===== config.mk =====
export PLATFORM = sky130hd
export DESIGN_NAME = armed_freq_counter
export DESIGN_NICKNAME = d
export VERILOG_FILES = /design/src/rtl/afc_pkg.sv /design/src/rtl/afc_edge_det.sv /design/src/rtl/afc_gate_ctrl.sv /design/src/rtl/afc_counter.sv /design/src/rtl/armed_freq_counter.sv
export SDC_FILE = /design/constraint.sdc
export NUM_CORES = 1
export LEC_CHECK = 0
export BUFFER_PORTS_ARGS = -buffer_cell sky130_fd_sc_hd__buf_2
export CAP_MARGIN = 10
export CORE_MARGIN = 2
export CORE_UTILIZATION = 45
export CTS_BUF_LIST = sky130_fd_sc_hd__clkbuf_4 sky130_fd_sc_hd__clkbuf_8 sky130_fd_sc_hd__clkbuf_16
export CTS_CLUSTER_SIZE = 30
export DETAILED_ROUTE_END_ITERATION = 10
export PLACE_DENSITY = 0.64
export SLEW_MARGIN = 20
export SYNTH_ARGS = -nofsm -noshare
export SYNTH_HDL_FRONTEND = slang
export SYNTH_SLANG_ARGS = --single-unit

===== constraint.sdc =====
create_clock -name clk_i -period 2.18 [get_ports clk_i]
set_input_delay 0.545 -clock clk_i [delete_from_list [all_inputs] [get_ports clk_i]]
set_output_delay 0.545 -clock clk_i [all_outputs]
set_load 0.01 [all_outputs]

===== src/rtl/afc_pkg.sv =====
package afc_pkg;
  localparam int unsigned CH_REF = 0;
  localparam int unsigned CH_SIG = 1;
  localparam int unsigned N_CH   = 2;
endpackage


===== src/rtl/afc_edge_det.sv =====
module afc_edge_det #(
  parameter int unsigned N = 2
) (
  input  logic         clk_i,
  input  logic         rst_ni,
  input  logic [N-1:0] lvl_i,
  output logic [N-1:0] rise_o
);
  logic [N-1:0] prev_q;

  for (genvar g = 0; g < N; g++) begin : g_ch
    always_ff @(posedge clk_i or negedge rst_ni) begin
      if (!rst_ni) prev_q[g] <= 1'b0;
      else         prev_q[g] <= lvl_i[g];
    end
    assign rise_o[g] = lvl_i[g] & ~prev_q[g];
  end
endmodule


===== src/rtl/afc_gate_ctrl.sv =====
module afc_gate_ctrl (
  input  logic clk_i,
  input  logic rst_ni,
  input  logic ref_evt_i,
  output logic gate_open_o,
  output logic close_o
);
  logic arm_q, gate_q;

  assign gate_open_o = arm_q & gate_q;
  assign close_o     = ref_evt_i & gate_open_o;

  always_ff @(posedge clk_i or negedge rst_ni) begin
    if (!rst_ni) begin
      arm_q  <= 1'b0;
      gate_q <= 1'b0;
    end else if (ref_evt_i) begin
      if (gate_open_o) begin
        // close the window and disarm: the next window needs a fresh arming edge
        arm_q  <= 1'b0;
        gate_q <= 1'b0;
      end else begin
        arm_q  <= 1'b1;
        gate_q <= 1'b1;
      end
    end
  end

  a_r2_opens: assert property (@(posedge clk_i) disable iff (!rst_ni)
    (ref_evt_i && !gate_open_o) |=> gate_open_o);
  a_r4_closes: assert property (@(posedge clk_i) disable iff (!rst_ni)
    (ref_evt_i && gate_open_o) |=> !gate_open_o);
endmodule


===== src/rtl/afc_counter.sv =====
module afc_counter #(
  parameter int unsigned CNT_W = 16
) (
  input  logic             clk_i,
  input  logic             rst_ni,
  input  logic             gate_open_i,
  input  logic             close_i,
  input  logic             sig_evt_i,
  output logic [CNT_W-1:0] count_o,
  output logic             done_o
);
  localparam logic [CNT_W-1:0] CNT_MAX = {CNT_W{1'b1}};

  logic [CNT_W-1:0] cnt_q;

  always_ff @(posedge clk_i or negedge rst_ni) begin
    if (!rst_ni) begin
      cnt_q   <= '0;
      count_o <= '0;
      done_o  <= 1'b0;
    end else begin
      done_o <= close_i;
      if (close_i) begin
        count_o <= cnt_q;
        cnt_q   <= '0;
      end else if (gate_open_i && sig_evt_i && cnt_q != CNT_MAX) begin
        cnt_q <= cnt_q + 1'b1;
      end
    end
  end

  a_r8_no_wrap: assert property (@(posedge clk_i) disable iff (!rst_ni)
    (cnt_q == CNT_MAX && !close_i) |=> cnt_q == CNT_MAX);
  a_r3_idle_zero: assert property (@(posedge clk_i) disable iff (!rst_ni)
    !gate_open_i |-> cnt_q == '0);
  a_r4_done_single: assert property (@(posedge clk_i) disable iff (!rst_ni)
    done_o |=> !done_o);
  a_r9_hold: assert property (@(posedge clk_i) disable iff (!rst_ni)
    !close_i |=> $stable(count_o));
endmodule


===== src/rtl/armed_freq_counter.sv =====
module armed_freq_counter
  import afc_pkg::*;
#(
  parameter int unsigned CNT_W = 16
) (
  input  logic             clk_i,
  input  logic             rst_ni,
  input  logic             ref_i,
  input  logic             b_i,
  input  logic             arm_a_i,
  input  logic             arm_b_i,
  output logic [CNT_W-1:0] count_o,
  output logic             done_o
);
  logic [N_CH-1:0] lvl, rise;
  logic            ref_evt, sig_evt, gate_open, close;

  assign lvl[CH_REF] = ref_i;
  assign lvl[CH_SIG] = b_i;

  afc_edge_det #(.N(N_CH)) u_edge (
    .clk_i (clk_i),
    .rst_ni(rst_ni),
    .lvl_i (lvl),
    .rise_o(rise)
  );

  // cross-inhibit: the arm line of one channel blocks the other
  assign ref_evt = rise[CH_REF] & ~arm_b_i;
  assign sig_evt = rise[CH_SIG] & arm_a_i;

  afc_gate_ctrl u_gate (
    .clk_i      (clk_i),
    .rst_ni     (rst_ni),
    .ref_evt_i  (ref_evt),
    .gate_open_o(gate_open),
    .close_o    (close)
  );

  afc_counter #(.CNT_W(CNT_W)) u_cnt (
    .clk_i      (clk_i),
    .rst_ni     (rst_ni),
    .gate_open_i(gate_open),
    .close_i    (close),
    .sig_evt_i  (sig_evt),
    .count_o    (count_o),
    .done_o     (done_o)
  );

  a_r7_ref_blocked: assert property (@(posedge clk_i) disable iff (!rst_ni)
    (rise[CH_REF] && arm_b_i) |=> $stable(gate_open));
  a_r4_done_on_close: assert property (@(posedge clk_i) disable iff (!rst_ni)
    close |=> done_o);
endmodule


==> results of run 1 <==
==> cell type report <==
cell class / count / area (sq um) / area share [%]
clock buffers: 8 / 66.3 / 3.53
inverters: 2 / 7.51 / 0.400
multi-input cells: 128 / 697 / 37.1
flip-flops and latches: 36 / 901 / 48.0
well taps: 46 / 57.6 / 3.07
repair buffers: 27 / 148 / 7.87
==> metal layers <==
layer  wire [um]  part of all wire [%]
met2        1500                    46
met3         123                   3.8
met1        1580                    49
met4          51                   1.6
met5           0                     0
==> worst max-delay path: stages, from the launching register on <==
cell	delay [ps]
dfrtp_1	450
ha_1	240
nand4_2	170
nor3_1	470
nand3b_1	190
mux2_2	330
==> path summary, 6_finish.rpt <==
check / startpoint / endpoint / slack (ps) / depth (start not counted)
worst max-delay path: u_cnt.cnt_q[0]$_DFFE_PN0P_ / u_cnt.cnt_q[13]$_DFFE_PN0P_ / 220 / 5
worst min-delay path: rst_ni / u_cnt.cnt_q[15]$_DFFE_PN0P_ / 280 / 1
worst max register to register: u_cnt.cnt_q[0]$_DFFE_PN0P_ / u_cnt.cnt_q[13]$_DFFE_PN0P_ / 220 / 5
worst min register to register: u_cnt.count_o[7]$_DFFE_PN0P_ / u_cnt.count_o[7]$_DFFE_PN0P_ / 470 / 2
max in group asynchronous: rst_ni / u_cnt.count_o[14]$_DFFE_PN0P_ / 1400 / 1
min in group clk_i: ref_i / u_edge.prev_q[0]$_DFF_PN0_ / 310 / 1
==> state kept, by name, summed over array words and instances, names as in the netlist <==
register	count
u_cnt.done_o	1
u_cnt.count_o	16
u_gate.arm_q	1
u_edge.prev_q	2
u_cnt.cnt_q	16
==> metrics by stage <==
step           utilization, %  std cells  hold slack (ps)  power [mW]  setup WS (ps)
2_1_floorplan               -        173              249       0.895            466
3_3_place_gp             53.0        239              453       0.971            289
3_5_place_dp             53.0        239              457       0.983            264
4_1_cts                  54.9        247              295        1.37            246
5_1_grt                  54.9        247              299        1.43            109
6_report                 54.9        247              278        1.35            218
==> Yosys cell counts, drive strengths merged (4+ instances only) <==
library cell	number
dfrtp	36
nor2	4
or4	5
nand3	7
a21oi	11
buf	5
o21ai	7
or3	6
nand4	5
o31ai	5
nand2	53
==> cells by family after synthesis <==
logic type / synth area share [%]
simple gates: 30.0
flops: 55.1
mux: 1.91
compound gates: 8.88
buf+inv: 2.30
xor+xnor: 1.07
fa+ha+maj: 0.765
==> power by group through the flow <==
stage               registers (mW)  logic, mW  clock network, mW
finish                       0.784      0.183              0.385
global route                 0.795      0.210              0.425
CTS                          0.783      0.187              0.401
detailed placement           0.797      0.186                  0
global placement             0.791      0.180                  0
floorplan                    0.801     0.0947                  0
==> impl_metrics.tcl, run 1 <==
set metrics [dict create \
    outcome "finished, final reports clean" \
    dp_hpwl_um 2340 \
    p_sw_mw 0.365 \
    ctsResizeCount 0 \
    syn_to_final_growth_pct 14.8 \
    skew_ps 8.93 \
    clockRootBuffer "clkbuf_4" \
    initial_core_util_pct 47.9 \
    htreeDepth 2 \
    synth_fp_nets 180 \
    critPathCaptureType "flip-flop" \
    yosysWarnings 0 \
    cts_buffers 5 \
    place.gp.congestion 0.849 \
    holdBufCountCts 0 \
    worst_ep_required_time_ps 2410 \
    grtUsageTotal_pct 17.9 \
    syn-cell-area_sq_um 1640 \
    async_reset_ff_share_pct 100 \
    p_int_mw 0.986 \
    hp-class "primary input to async pin" \
    rsz0062_at_grt "false" \
    synth_edf_count 0 \
    grt.met3_usage_pct 5.28 \
    cp.arrival_ps 2190 \
    drt-vias-per-instance 5.34 \
    ant_nets 0 \
    hold_viol 0 \
    maxCapViolations 0 \
    grt_pass1_vias 1263 \
    netlist_instances 173 \
    synth_area_leaders "dfrtp_1 (55%), nand2_1 (12%), a21oi_1 (3.4%), o31ai_1 (2.3%), or3_1 (2.3%)" \
    switching_share_pct 27.0 \
    finalWirelength_um 3250 \
    final_net_count 207 \
    synth-seq-cells 36 \
    die_x_um 64.3 \
    path_clk_slew_ps 100 \
    grt_use_met2_pct 29.0 \
    seq_area_frac_synth_pct 55.1 \
    crit_fanout 6 \
    die_y_um 64.3 \
    synthFlopType "dfrtp_1" \
    pwr-share-comb_pct 13.5 \
    antenna_found_initial 0 \
    num_vias 1318 \
    synth_top_area_share_pct 55.1 \
    wl_per_cell_um 13.1 \
    max_freq_ghz 0.510 \
    p_leak_nw 0.949 \
    drc_errors 0 \
    clockBufferDepth 2 \
    final_cell_mix "nand2_1 (53), dfrtp_1 (36), buf_2 (22), a21oi_1 (11)" \
    io_pins 23 \
    p_per_area_nw_per_um2 720 \
    final_common_cell "nand2_1" \
    final_layout_size_suffix_gt1_share_pct 19.9 \
    die-area_sq_um 4130 \
    overflow 0 \
    pwr-share-clk_pct 28.5 \
    seqPwrFrac_pct 58.0 \
    avgSynthCellArea_sq_um 9.45 \
    diodes 0 \
    insertion_delay_ps 340 \
    grt.busiest_layer "met2" \
    cts_setup_buffers 0 \
    fp.coreArea_sq_um 3420 \
    port_buffers 22 \
    fin_setup_tns_ps 0 \
    worstMarginPinSlew_ps 792 \
    ir_drop_mv 0.530 \
    placed_cell_area_sq_um 1810 \
    first_pass_iters 4 \
    final_cell_area_sq_um 1880 \
    worstSetupStartpointType "flip-flop" \
    grt_pass1_wl_um 5690 \
    slew_headroom_pct 47.2 \
    drt-initial-drc-count 39 \
    maxSlewViolCount 0 \
    yosysTopAreaCell "dfrtp_1" \
    min_period_ps 1960 \
    numClockSinks 36 \
    grtUsageMet1_pct 22.8 \
    row_count 21 \
    nFillCells 349 \
    synthDistinctLibCells 33 \
    grt_max_degree 37 \
    setup_viol 0 \
    path_class "flip-flop to flip-flop" \
    timing.final.crit_share_pct 90.0 \
    cts_tree "yes" \
]
No activity file was read; power rests on OpenSTA's default activity.
==> run 2, diff against run 1 <==
--- a/config.mk
+++ b/config.mk
@@ -8,11 +8,12 @@
 export BUFFER_PORTS_ARGS = -buffer_cell sky130_fd_sc_hd__buf_2
 export CAP_MARGIN = 10
 export CORE_MARGIN = 2
-export CORE_UTILIZATION = 45
+export CORE_UTILIZATION = 55
 export CTS_BUF_LIST = sky130_fd_sc_hd__clkbuf_4 sky130_fd_sc_hd__clkbuf_8 sky130_fd_sc_hd__clkbuf_16
 export CTS_CLUSTER_SIZE = 30
 export DETAILED_ROUTE_END_ITERATION = 10
-export PLACE_DENSITY = 0.64
+export PLACE_DENSITY = 0.76
+export SKIP_LAST_GASP = 1
 export SLEW_MARGIN = 20
 export SYNTH_ARGS = -nofsm -noshare
 export SYNTH_HDL_FRONTEND = slang
==> run 2 against run 1 <==
Compared with the run above: clock skew down 0.95 ps; non-clock buffer count is the same; worst hold slack worse by 21 ps; core utilization rose by 12 points; maximum frequency is 1.1% higher; via count grew 0.23%; sequential cell count is the same; sequential share of layout area rose by 0.13 points; critical endpoint unchanged; largest power group unchanged.
==> impl_metrics.tcl, run 2 (synthesis gave the netlist of run 1 again) <==
set metrics [dict create \
    outcome "finished, final reports clean" \
    final_net_count 207 \
    clockRootBuffer "clkbuf_4" \
    initial_core_util_pct 58.8 \
    place_ws_ps 186 \
    diodes 0 \
    die_x_um 58.5 \
    grt_pass1_vias 1287 \
    htreeDepth 2 \
    fin_setup_tns_ps 0 \
    max_freq_ghz 0.515 \
    pwr-share-comb_pct 12.4 \
    first_pass_iters 5 \
    numClockSinks 36 \
    seqCellArea_sq_um 901 \
    drc_errors 0 \
    worst_ep_required_time_ps 2410 \
    port_buffers 22 \
    grt_max_degree 37 \
    pwr-share-clk_pct 32.9 \
    maxSlewViolCount 0 \
    num_vias 1321 \
    critPathMaxStageDelay_ps 480 \
    crit_fanout 6 \
    p_sw_mw 0.375 \
    final_cell_mix "nand2_1 (53), dfrtp_1 (36), buf_2 (22), a21oi_1 (11)" \
    drt-vias-per-instance 5.69 \
    multi_input_area_sq_um 697 \
    timing.hold.ws_ps 256 \
    overflow 0 \
    cts_buffers 5 \
    seqPwrFrac_pct 54.7 \
    min_period_ps 1940 \
    io_pins 23 \
    ant_nets 0 \
    final_common_cell "nand2_1" \
    path_clk_slew_ps 110 \
    path_cells "ha_1 > nand4_2 > nor3_1 > nand3b_1 > mux2_2" \
    grtUsageTotal_pct 22.0 \
    die-area_sq_um 3430 \
    dp_hpwl_um 2180 \
    die_y_um 58.5 \
    p_leak_nw 0.955 \
    cts_tree "yes" \
    final_cell_area_sq_um 1870 \
    insertion_delay_ps 340 \
    grt_pass1_wl_um 5710 \
    switching_share_pct 26.3 \
    ir_drop_mv 0.661 \
    row_count 19 \
    skew_ps 7.98 \
    drt-initial-drc-count 41 \
    wl_per_cell_um 13.6 \
    nFillCells 237 \
    p_per_area_nw_per_um2 763 \
    place.gp.congestion 0.835 \
    antenna_found_initial 0 \
    utilization_pct 67.3 \
    critPathCaptureType "flip-flop" \
    placed_cell_area_sq_um 1790 \
    final.setup.worst_slack_ps 240 \
    p_int_mw 1.05 \
    slew_headroom_pct 49.8 \
    crit_buf_inv 0 \
    holdBufCountCts 0 \
    syn_to_final_growth_pct 14.5 \
    cp_slowest_cell "nor3_1" \
    rsz0062_at_grt "false" \
    worstMarginPinSlew_ps 753 \
    maxCapViolations 0 \
    cp.arrival_ps 2170 \
    hold_viol 0 \
    path_class "flip-flop to flip-flop" \
    timing.final.crit_share_pct 89.0 \
    final_layout_size_suffix_gt1_share_pct 19.9 \
    fp.coreArea_sq_um 2780 \
    cp_top_family "simple AND/OR/NAND/NOR gates" \
    cts_setup_buffers 0 \
    clockBufferDepth 2 \
    reg_top3 "u_cnt.cnt_q (16), u_cnt.count_o (16), u_edge.prev_q (2)" \
    setup_viol 0 \
    ctsResizeCount 0 \
    hp-class "primary input to async pin" \
    worstSetupStartpointType "flip-flop" \
    finalWirelength_um 3150 \
]
## run 2: path summary, 6_finish.rpt
kind	startpoint	to	slack, ps	cells after the start
max reg2reg	u_cnt.cnt_q[0]$_DFFE_PN0P_	u_cnt.cnt_q[13]$_DFFE_PN0P_	240	5
max	u_cnt.cnt_q[0]$_DFFE_PN0P_	u_cnt.cnt_q[13]$_DFFE_PN0P_	240	5
max in group asynchronous	rst_ni	u_gate.arm_q$_DFFE_PN0P_	1430	1
min reg2reg	u_cnt.count_o[5]$_DFFE_PN0P_	u_cnt.count_o[5]$_DFFE_PN0P_	480	2
min	rst_ni	u_cnt.count_o[6]$_DFFE_PN0P_	260	1
min in group clk_i	ref_i	u_edge.prev_q[0]$_DFF_PN0_	320	1
## run 2: stage by stage
step                      std cells  power (mW)
after global placement          224       0.967
after detailed placement        224       0.976
final                           232        1.43
after floorplan                 173       0.895
after global routing            232        1.51
after CTS                       232        1.45
## run 2: power groups by stage
stage / logic, mW / clock network [mW] / registers, mW
detailed placement: 0.179 / 0 / 0.797
global placement: 0.176 / 0 / 0.791
finish: 0.177 / 0.470 / 0.782
global route: 0.211 / 0.506 / 0.793
floorplan: 0.0947 / 0 / 0.801
CTS: 0.181 / 0.481 / 0.783
## run 2: per-layer routing
metal	up-vias	wire (um)	GRT usage (%)
met4	0	52	5.98
met2	44	1410	35.3
met5	-	0	0
met1	604	1470	29.2
li1	664	-	-
met3	9	216	6.81
## run 2: cell type report
| cell class | count | area share (%) |
|---|---|---|
| Clock inverter | 2 | 1.87 |
| Inverter | 2 | 0.401 |
| Clock buffer | 6 | 2.41 |
| Sequential cell | 36 | 48.1 |
| Multi-Input combinational cell | 128 | 37.2 |
| Tap cell | 31 | 2.07 |
| Timing Repair Buffer | 27 | 7.89 |
==> run 3, diff against run 2 <==
--- a/config.mk
+++ b/config.mk
@@ -5,14 +5,15 @@
 export SDC_FILE = /design/constraint.sdc
 export NUM_CORES = 1
 export LEC_CHECK = 0
+export ABC_AREA = 1
 export BUFFER_PORTS_ARGS = -buffer_cell sky130_fd_sc_hd__buf_2
 export CAP_MARGIN = 10
 export CORE_MARGIN = 2
-export CORE_UTILIZATION = 55
+export CORE_UTILIZATION = 57
 export CTS_BUF_LIST = sky130_fd_sc_hd__clkbuf_4 sky130_fd_sc_hd__clkbuf_8 sky130_fd_sc_hd__clkbuf_16
 export CTS_CLUSTER_SIZE = 30
 export DETAILED_ROUTE_END_ITERATION = 10
-export PLACE_DENSITY = 0.76
+export PLACE_DENSITY = 0.78
 export SKIP_LAST_GASP = 1
 export SLEW_MARGIN = 20
 export SYNTH_ARGS = -nofsm -noshare
==> run 3 against run 2 <==
Compared with the run above: clock skew up 1.2 ps; final area up 7.1%; register-to-register slack better by 160 ps; sequential cell count unchanged; sequential share of layout area down 3.2 points; worst setup slack better by 160 ps; power down 4.9%; combinational power up 16%; cell count up 29%; non-clock buffer count down 3; sequential power about the same; highest routed layer unchanged.
==> impl_metrics.tcl, run 3 <==
set metrics [dict create \
    grt_pass1_wl_um 5800 \
    timing.final.crit_share_pct 81.8 \
    seq_area_frac_synth_pct 49.8 \
    hold_viol 0 \
    p_leak_nw 1.07 \
    final_cell_area_sq_um 2000 \
    dp.cells 292 \
    instances_no_fill 300 \
    path_class "flip-flop to flip-flop" \
    final.setup.worst_slack_ps 397 \
    num_vias 1532 \
    drt-vias-per-instance 5.11 \
    synth.most_common_cell "nand2_1" \
    initial_core_util_pct 59.7 \
    crit_buf_inv 0 \
    port_buffers 22 \
    crit_fanout 12 \
    outcome "finished, final reports clean" \
    crit_top_cell "nand2_1" \
    cts_buffers 5 \
    synth_fp_nets 239 \
    avgSynthCellArea_sq_um 7.79 \
    hp-class "primary input to async pin" \
    place.gp.congestion 0.848 \
    netlist_instances 232 \
    overflow 0 \
    cp_top_family "simple AND/OR/NAND/NOR gates" \
    finalWirelength_um 3510 \
    drc_errors 0 \
    min_period_ps 1780 \
    multi_input_area_sq_um 791 \
    final_common_cell "nand2_1" \
    cp.depth 8 \
    seqCellArea_sq_um 901 \
    worstSetupStartpointType "flip-flop" \
    r2r-start "u_cnt.cnt_q[1]$_DFFE_PN0P_" \
    die_x_um 60.3 \
    reg2reg_depth 8 \
    wl_per_cell_um 11.7 \
    synth-seq-cells 36 \
    clockRootBuffer "clkbuf_4" \
    p_per_area_nw_per_um2 678 \
    final_net_count 262 \
    path_clk_slew_ps 110 \
    cts_tree "yes" \
    grtUsageTotal_pct 22.0 \
    r2r_end "u_cnt.cnt_q[10]$_DFFE_PN0P_" \
    maxCapViolations 0 \
    grt_max_degree 37 \
    setup_viol 0 \
    syn-cell-area_sq_um 1810 \
    syn_to_final_growth_pct 10.9 \
    utilization_pct 66.2 \
    ir_drop_mv 0.438 \
    numClockSinks 36 \
    async_reset_ff_share_pct 100 \
    yosysWarnings 0 \
    drt-initial-drc-count 96 \
    htreeDepth 2 \
    placed_cell_area_sq_um 1940 \
    cts_setup_buffers 0 \
    die-area_sq_um 3640 \
    skew_ps 9.18 \
    maxSlewViolCount 0 \
    clockBufferDepth 2 \
    path_cells "ha_1 > nand2_1 > nor2_2 > nand2_4 > o21bai_4 > nand2_1 > nand2_1 > nand2_1" \
    worstMarginPinSlew_ps 774 \
    fp.coreArea_sq_um 3030 \
    synthTopCellsByCount "nand2_1 (87), dfrtp_1 (36), nand3_1 (28)" \
    row_count 20 \
    final_layout_size_suffix_gt1_share_pct 15.6 \
    synth_area_leaders "dfrtp_1 (50%), nand2_1 (18%), nand3_1 (7.8%), nor2_1 (3.9%), o21ai_0 (3.9%)" \
    worst_ep_required_time_ps 2420 \
    dp_hpwl_um 2510 \
    yosysTopAreaCell "dfrtp_1" \
    synth_edf_count 0 \
    ctsResizeCount 0 \
    final_cell_mix "nand2_1 (87), dfrtp_1 (36), nand3_1 (28), buf_2 (22), nor2_1 (19)" \
    diodes 0 \
    antenna_found_initial 0 \
    first_pass_iters 4 \
    grt_pass1_vias 1332 \
    max_freq_ghz 0.561 \
    critPathCaptureType "flip-flop" \
    fin_setup_tns_ps 0 \
    insertion_delay_ps 340 \
    place_ws_ps 413 \
    rsz0062_at_grt "false" \
    rrSetupSlack_ps 400 \
    cp.arrival_ps 2020 \
    synthDistinctLibCells 20 \
    reg_top3 "u_cnt.cnt_q (16), u_cnt.count_o (16), u_edge.prev_q (2)" \
    io_pins 23 \
    die_y_um 60.3 \
    nFillCells 280 \
    synth_top_area_share_pct 49.8 \
    ant_nets 0 \
    slew_headroom_pct 48.4 \
    critPathMaxStageDelay_ps 420 \
    synthFlopType "dfrtp_1" \
    cp_slowest_cell "dfrtp_1" \
    holdBufCountCts 0 \
]
run 3: through the flow:
step	total power [mW]	hold slack (ps)
finish	1.36	262
global route	1.44	297
CTS	1.37	288
detailed placement	1.00	460
global placement	1.00	456
floorplan	0.932	249
run 3: final cells by class:
| cell class | instances | share of cell area (%) |
|---|---|---|
| clock buffer | 6 | 2.56 |
| clock inverter | 2 | 0.499 |
| inverter | 19 | 3.56 |
| multi-input combinational | 169 | 39.5 |
| sequential | 36 | 44.9 |
| tap | 44 | 2.75 |
| timing repair buffer | 24 | 6.24 |
run 3: power by group:
group          switching (mW)  internal, mW
sequential             0.0524         0.731
clock                   0.217         0.153
combinational           0.129        0.0764
total                   0.398         0.961
run 3: worst max path at each step:
| stage | startpoint | end |
|---|---|---|
| after detailed placement | u_cnt.cnt_q[1]$_DFFE_PN0P_ | u_cnt.cnt_q[9]$_DFFE_PN0P_ |
| after global routing | u_cnt.cnt_q[1]$_DFFE_PN0P_ | u_cnt.cnt_q[9]$_DFFE_PN0P_ |
| final | u_cnt.cnt_q[1]$_DFFE_PN0P_ | u_cnt.cnt_q[10]$_DFFE_PN0P_ |
| after floorplan | u_cnt.cnt_q[1]$_DFFE_PN0P_ | u_cnt.cnt_q[10]$_DFFE_PN0P_ |
| after CTS | u_cnt.cnt_q[1]$_DFFE_PN0P_ | u_cnt.cnt_q[10]$_DFFE_PN0P_ |
| after global placement | u_cnt.cnt_q[1]$_DFFE_PN0P_ | u_cnt.cnt_q[10]$_DFFE_PN0P_ |
run 3: cell families (layout without fill, tap and decap cells):
logic type,after synthesis,in the layout,share of synthesized area [%]
simple gates,146,146,34.7
flops,36,36,49.8
buf+inv,27,51,6.44
compound gates,15,15,4.91
xor+xnor,7,7,3.39
fa+ha+maj,1,1,0.692
run 3: layer usage:
| layer | global-route usage (%) | wire, um | up-vias |
|---|---|---|---|
| li1 | - | - | 782 |
| met1 | 30.7 | 1750 | 700 |
| met2 | 31.8 | 1520 | 43 |
| met3 | 5.19 | 188 | 7 |
| met4 | 11.4 | 57 | 0 |
| met5 | 0 | 0 | - |
